[src/rtl/tas_pkg.sv]
package tas_pkg;
    typedef enum logic [0:0] {
        ST_IDLE = 1'b0,
        ST_RESP = 1'b1
    } tas_state_t;
endpackage

[src/rtl/tas_arbiter.sv]
module tas_arbiter #(
    parameter int NUM_PORTS = 3
) (
    input  logic [NUM_PORTS-1:0] req,
    output logic [NUM_PORTS-1:0] grant,
    output logic                 any_req
);
    always_comb begin
        logic taken;
        taken = 1'b0;
        grant = '0;
        for (int i = 0; i < NUM_PORTS; i++) begin
            if (req[i] && !taken) begin
                grant[i] = 1'b1;
                taken    = 1'b1;
            end
        end
    end

    assign any_req = |req;
endmodule

[src/rtl/tas_fsm.sv]
module tas_fsm
    import tas_pkg::*;
#(
    parameter int NUM_PORTS = 3
) (
    input  logic                 clk,
    input  logic                 rst_n,
    input  logic                 any_req,
    input  logic [NUM_PORTS-1:0] grant,
    output logic [NUM_PORTS-1:0] ready,
    output logic [NUM_PORTS-1:0] rsp,
    output logic                 accept
);
    tas_state_t          state_q, state_d;
    logic [NUM_PORTS-1:0] owner_q;

    always_comb begin
        state_d = state_q;
        unique case (state_q)
            ST_IDLE: if (any_req) state_d = ST_RESP;  // T_ACCEPT, else T_WAIT
            ST_RESP: state_d = ST_IDLE;               // T_DONE
            default: state_d = ST_IDLE;
        endcase
    end

    always_ff @(posedge clk) begin
        if (!rst_n) begin
            state_q <= ST_IDLE;
            owner_q <= '0;
        end else begin
            state_q <= state_d;
            if (state_q == ST_IDLE && any_req) owner_q <= grant;
        end
    end

    always_comb begin
        ready  = '0;
        rsp    = '0;
        accept = 1'b0;
        unique case (state_q)
            ST_IDLE: begin
                ready  = grant;
                accept = any_req;
            end
            ST_RESP: rsp = owner_q;
            default: ;
        endcase
    end

    // at most one port accepted per cycle
    a_r8_single_ready: assert property (@(posedge clk) disable iff (!rst_n)
        $onehot0(ready));
    // the accepting port gets the strobe in the next cycle
    a_r7_rsp_follows: assert property (@(posedge clk) disable iff (!rst_n)
        accept |=> (rsp == $past(ready)));
    // strobe lasts one cycle
    a_r7_one_cycle: assert property (@(posedge clk) disable iff (!rst_n)
        (|rsp) |=> (rsp == '0));
    // nothing accepted while a response is outstanding
    a_r8_serial: assert property (@(posedge clk) disable iff (!rst_n)
        (|rsp) |-> (ready == '0));
endmodule

[src/rtl/tas_store.sv]
module tas_store #(
    parameter int DATA_W = 32,
    parameter int ADDR_W = 4
) (
    input  logic                clk,
    input  logic                rst_n,
    input  logic                acc_en,
    input  logic                acc_write,
    input  logic [ADDR_W-1:0]   acc_addr,
    input  logic [DATA_W-1:0]   acc_wdata,
    input  logic [DATA_W/8-1:0] acc_be,
    output logic [DATA_W-1:0]   rd_data
);
    localparam int BE_W = DATA_W / 8;

    logic [DATA_W-1:0] word_q;
    logic [DATA_W-1:0] merged;
    logic              hit;

    assign hit = (acc_addr == '0);

    always_comb begin
        merged = word_q;
        for (int b = 0; b < BE_W; b++) begin
            if (acc_be[b]) merged[8*b +: 8] = acc_wdata[8*b +: 8];
        end
    end

    always_ff @(posedge clk) begin
        if (!rst_n) begin
            word_q  <= '0;
            rd_data <= '0;
        end else if (acc_en) begin
            if (hit && acc_write) begin
                word_q  <= merged;
                rd_data <= '0;
            end else if (hit) begin
                rd_data <= word_q;
                word_q  <= {{(DATA_W-1){1'b0}}, 1'b1};
            end else begin
                rd_data <= '0;
            end
        end
    end

    // a read at offset 0 leaves the word at one
    a_r2_set_after_read: assert property (@(posedge clk) disable iff (!rst_n)
        (acc_en && !acc_write && hit) |=> (word_q == {{(DATA_W-1){1'b0}}, 1'b1}));
    // accesses elsewhere leave the word untouched
    a_r5_miss_stable: assert property (@(posedge clk) disable iff (!rst_n)
        (acc_en && !hit) |=> $stable(word_q));
    // misses return zero
    a_r5_miss_zero: assert property (@(posedge clk) disable iff (!rst_n)
        (acc_en && !hit) |=> (rd_data == '0));
endmodule

[src/rtl/tas_lock.sv]
module tas_lock #(
    parameter int NUM_PORTS = 3,
    parameter int DATA_W    = 32,
    parameter int ADDR_W    = 4
) (
    input  logic                            clk,
    input  logic                            rst_n,
    input  logic [NUM_PORTS-1:0]            req_valid,
    output logic [NUM_PORTS-1:0]            req_ready,
    input  logic [NUM_PORTS-1:0]            req_write,
    input  logic [NUM_PORTS*ADDR_W-1:0]     req_addr,
    input  logic [NUM_PORTS*DATA_W-1:0]     req_wdata,
    input  logic [NUM_PORTS*DATA_W/8-1:0]   req_be,
    output logic [NUM_PORTS-1:0]            rsp_valid,
    output logic [DATA_W-1:0]               rsp_rdata
);
    localparam int BE_W = DATA_W / 8;

    logic [NUM_PORTS-1:0] grant;
    logic                 any_req;
    logic                 accept;
    logic                 sel_write;
    logic [ADDR_W-1:0]    sel_addr;
    logic [DATA_W-1:0]    sel_wdata;
    logic [BE_W-1:0]      sel_be;

    tas_arbiter #(.NUM_PORTS(NUM_PORTS)) u_arb (
        .req     (req_valid),
        .grant   (grant),
        .any_req (any_req)
    );

    tas_fsm #(.NUM_PORTS(NUM_PORTS)) u_fsm (
        .clk     (clk),
        .rst_n   (rst_n),
        .any_req (any_req),
        .grant   (grant),
        .ready   (req_ready),
        .rsp     (rsp_valid),
        .accept  (accept)
    );

    always_comb begin
        sel_write = 1'b0;
        sel_addr  = '0;
        sel_wdata = '0;
        sel_be    = '0;
        for (int p = 0; p < NUM_PORTS; p++) begin
            if (grant[p]) begin
                sel_write = sel_write | req_write[p];
                sel_addr  = sel_addr  | req_addr[p*ADDR_W +: ADDR_W];
                sel_wdata = sel_wdata | req_wdata[p*DATA_W +: DATA_W];
                sel_be    = sel_be    | req_be[p*BE_W +: BE_W];
            end
        end
    end

    tas_store #(.DATA_W(DATA_W), .ADDR_W(ADDR_W)) u_store (
        .clk       (clk),
        .rst_n     (rst_n),
        .acc_en    (accept),
        .acc_write (sel_write),
        .acc_addr  (sel_addr),
        .acc_wdata (sel_wdata),
        .acc_be    (sel_be),
        .rd_data   (rsp_rdata)
    );

    // ready only toward a requesting port
    a_r10_ready_valid: assert property (@(posedge clk) disable iff (!rst_n)
        ((req_ready & ~req_valid) == '0));
    // a pending request is never left without a grant while idle and no response pending
    a_r8_progress: assert property (@(posedge clk) disable iff (!rst_n)
        ((|req_valid) && (rsp_valid == '0)) |-> (|req_ready));
endmodule

[config.mk]
export PLATFORM = sky130hd
export DESIGN_NAME = tas_lock
export DESIGN_NICKNAME = d
export VERILOG_FILES = /design/src/rtl/tas_pkg.sv /design/src/rtl/tas_arbiter.sv /design/src/rtl/tas_fsm.sv /design/src/rtl/tas_store.sv /design/src/rtl/tas_lock.sv
export SDC_FILE = /design/constraint.sdc
export NUM_CORES = 1
export LEC_CHECK = 0
export BUFFER_PORTS_ARGS = -buffer_cell sky130_fd_sc_hd__buf_2
export CORE_ASPECT_RATIO = 0.75
export CORE_MARGIN = 2
export CORE_UTILIZATION = 45
export DETAILED_ROUTE_END_ITERATION = 12
export PLACE_DENSITY = 0.85
export SKIP_CTS_REPAIR_TIMING = 1
export SLEW_MARGIN = 0
export SYNTH_ARGS = -nofsm -noshare
export SYNTH_HDL_FRONTEND = slang
export SYNTH_SLANG_ARGS = --single-unit
[constraint.sdc]
create_clock -name clk -period 2.85 [get_ports clk]
set_clock_uncertainty 0.15 [all_clocks]
set_input_delay 0.57 -clock clk [delete_from_list [all_inputs] [get_ports clk]]
set_output_delay 0.57 -clock clk [all_outputs]
set_load 0.02 [all_outputs]
==> impl_metrics.env <==
export IMPL_drv_slew=0
export IMPL_synth_area_mm2=0.00317
export IMPL_grt_pass1_wl_um=15300
export IMPL_rows=26
export IMPL_crit_fanout=12
export IMPL_clk_pin_slew_ps=70
export IMPL_ir_drop_v=0.000239
export IMPL_syn_instance_count=345
export IMPL_tns_ps=0
export IMPL_ios=166
export IMPL_max_cap_violations=0
export IMPL_required_ps=2130
export IMPL_gp_congestion=0.833
export IMPL_cts_tree="done"
export IMPL_antenna_found_initial=0
export IMPL_gr_usage_all_layers_pct=24.7
export IMPL_drive_gt1_share_pct=41.0
export IMPL_dieHeight_um=76.7
export IMPL_grt_pass1_vias=3125
export IMPL_via_per_inst=5.81
export IMPL_htreeDepth=3
export IMPL_cts_made_buffers=9
export IMPL_hold_violations=0
export IMPL_nNetsFinal=625
export IMPL_clockBufferDepth=2
export IMPL_portBuffers=165
export IMPL_tightest_slew_ps=731
export IMPL_initial_core_util_pct=46.4
export IMPL_area_delta_synth_final_pct=34.8
export IMPL_worst_ep_arrival_time_ps=1540
export IMPL_cp_end_kind="primary output"
export IMPL_synth_distinct_cells=29
export IMPL_wl_um=9650
export IMPL_post_layout_nonfiller_instances=584
export IMPL_rsz0062_at_grt="false"
export IMPL_powerDensity_mw_per_mm2=487
export IMPL_final_cell_mix="buf_2, dfxtp_1, nor2_1, a21oi_1"
export IMPL_vias=3394
export IMPL_syn_nets=473
export IMPL_num_fill_cells=590
export IMPL_finalSetupViolCount=0
export IMPL_crit_type="in -> out"
export IMPL_start_kind="primary input"
export IMPL_die_w_um=101
export IMPL_fmax_ghz=0.443
export IMPL_layout_commonest_cell="buf_2"
export IMPL_yosysWarnings=0
export IMPL_dp_hpwl_um=7010
export IMPL_synthSimpleGateAreaFrac_pct=13.9
export IMPL_grt_max_degree=36
export IMPL_final_antenna_net_count=0
export IMPL_synth_top_family_by_area="compound AO/OA/AOI/OAI gates"
export IMPL_post_drt_wl_per_cell_um=16.5
export IMPL_hold_path_class="reg -> reg"
export IMPL_cts_root_buf="clkbuf_8"
export IMPL_globalRouteOverflowTotal=0
export IMPL_insertion_delay_ps=340
export IMPL_core_area_mm2=0.00683
export IMPL_synth_xor_area_share_pct=0
export IMPL_synthMuxAreaShare_pct=0
export IMPL_r2r_slack_ps=890
export IMPL_drt_iter0_drc=169
export IMPL_clkSinkCount=68
export IMPL_die_area_mm2=0.00774
export IMPL_finalCritPeriodShare_pct=79.1
export IMPL_period_minus_slack_ps=2260
export IMPL_drt_first_pass_iters=4
export IMPL_slew_limit_headroom_pct=51.1
export IMPL_dp_cells=570
export IMPL_synth_seq_cells=68
export IMPL_synth_compound_area_share_pct=37.7
export IMPL_leakage_uw=0.00179
export IMPL_status="finished, final reports clean"
export IMPL_num_antenna_cells=0
export IMPL_synthAdderAreaFrac_pct=0
export IMPL_syn_avg_cell_area_um2=9.19
export IMPL_drcViolationCount=0
export IMPL_seq_area_frac_synth_pct=42.9
[worst max-delay path, stage by stage]
cell,delay (ps)
buf_2,170
or3b_1,450
nor2_1,160
buf_2,180
[logic make-up after synthesis]
kind of cell / Yosys count
AOI/OAI and AO/OA: 149
and+or+nand+nor: 87
DFF: 68
buffers and inverters: 41
[power by group]
part	switching (uW)	total (uW)	internal (uW)
clock network	333	774	441
registers	8.13	971	963
logic	186	335	149
[area by class of cell]
type | instances | area [um^2] | area share, %
Inverter | 2 | 7.51 | 0.176
Multi-Input combinational cell | 236 | 1650 | 38.5
Tap cell | 84 | 105 | 2.46
Clock buffer | 12 | 155 | 3.63
Sequential cell | 68 | 1360 | 31.9
Clock inverter | 2 | 35.0 | 0.820
Timing Repair Buffer | 180 | 963 | 22.5
[synth_stat cells, drive strengths merged]
library cell	count	area (um^2)
nor2b	2	12.5
a31oi	1	6.26
nand3b	5	37.5
or3b	1	8.76
a211oi	4	50.1
or2	1	6.26
o2111ai	31	272
a221o	32	320
a21oi	39	195
a2bb2oi	1	15.0
inv	2	7.51
o41ai	1	16.3
a22oi	32	240
dfxtp	68	1360
nand2b	25	156
buf	12	65.1
o2bb2ai	4	35.0
clkbuf	27	101
nor3	2	15.0
nor4	2	12.5
nor2	39	146
o21ai	2	10.0
nand2	7	26.3
and2	3	18.8
a211o	1	8.76
o221ai	1	26.3
[worst paths after layout]
path                           from                 to  depth (start not counted)
setup / recovery       req_valid[1]       req_ready[2]                          4
setup reg to reg      u_fsm.state_q  u_store.word_q[9]                          6
hold reg to reg   u_store.word_q[7]  u_store.word_q[7]                          2
hold / removal    u_store.word_q[7]  u_store.word_q[7]                          2
[state kept, by name, indices dropped and copies added (netlist names)]
name and count:
u_fsm.owner_q 3, u_fsm.state_q 1, u_store.rd_data 32, u_store.word_q 32
[stage by stage]
stage / hold slack (ps) / cell area, um^2 / util (%) / setup slack, ps / power (uW)
6_report: 308 / 4270 / 62.6 / 595 / 2080
3_5_place_dp: 298 / 4080 / 59.8 / 362 / 1330
4_1_cts: 308 / 4270 / 62.6 / 590 / 2090
2_1_floorplan: 286 / 3170 / - / 592 / 1170
5_1_grt: 340 / 4270 / 62.6 / 478 / 2170
3_3_place_gp: 294 / 4080 / 59.8 / 402 / 1320
[layer usage]
layer	GRT usage (%)	vias up	wire [um]
met5	0	-	0
met4	6.22	0	114
met3	6.75	13	762
met2	40.5	146	4630
met1	32.2	1592	4140
li1	-	1643	-
No activity file was read; power rests on OpenSTA's default activity.
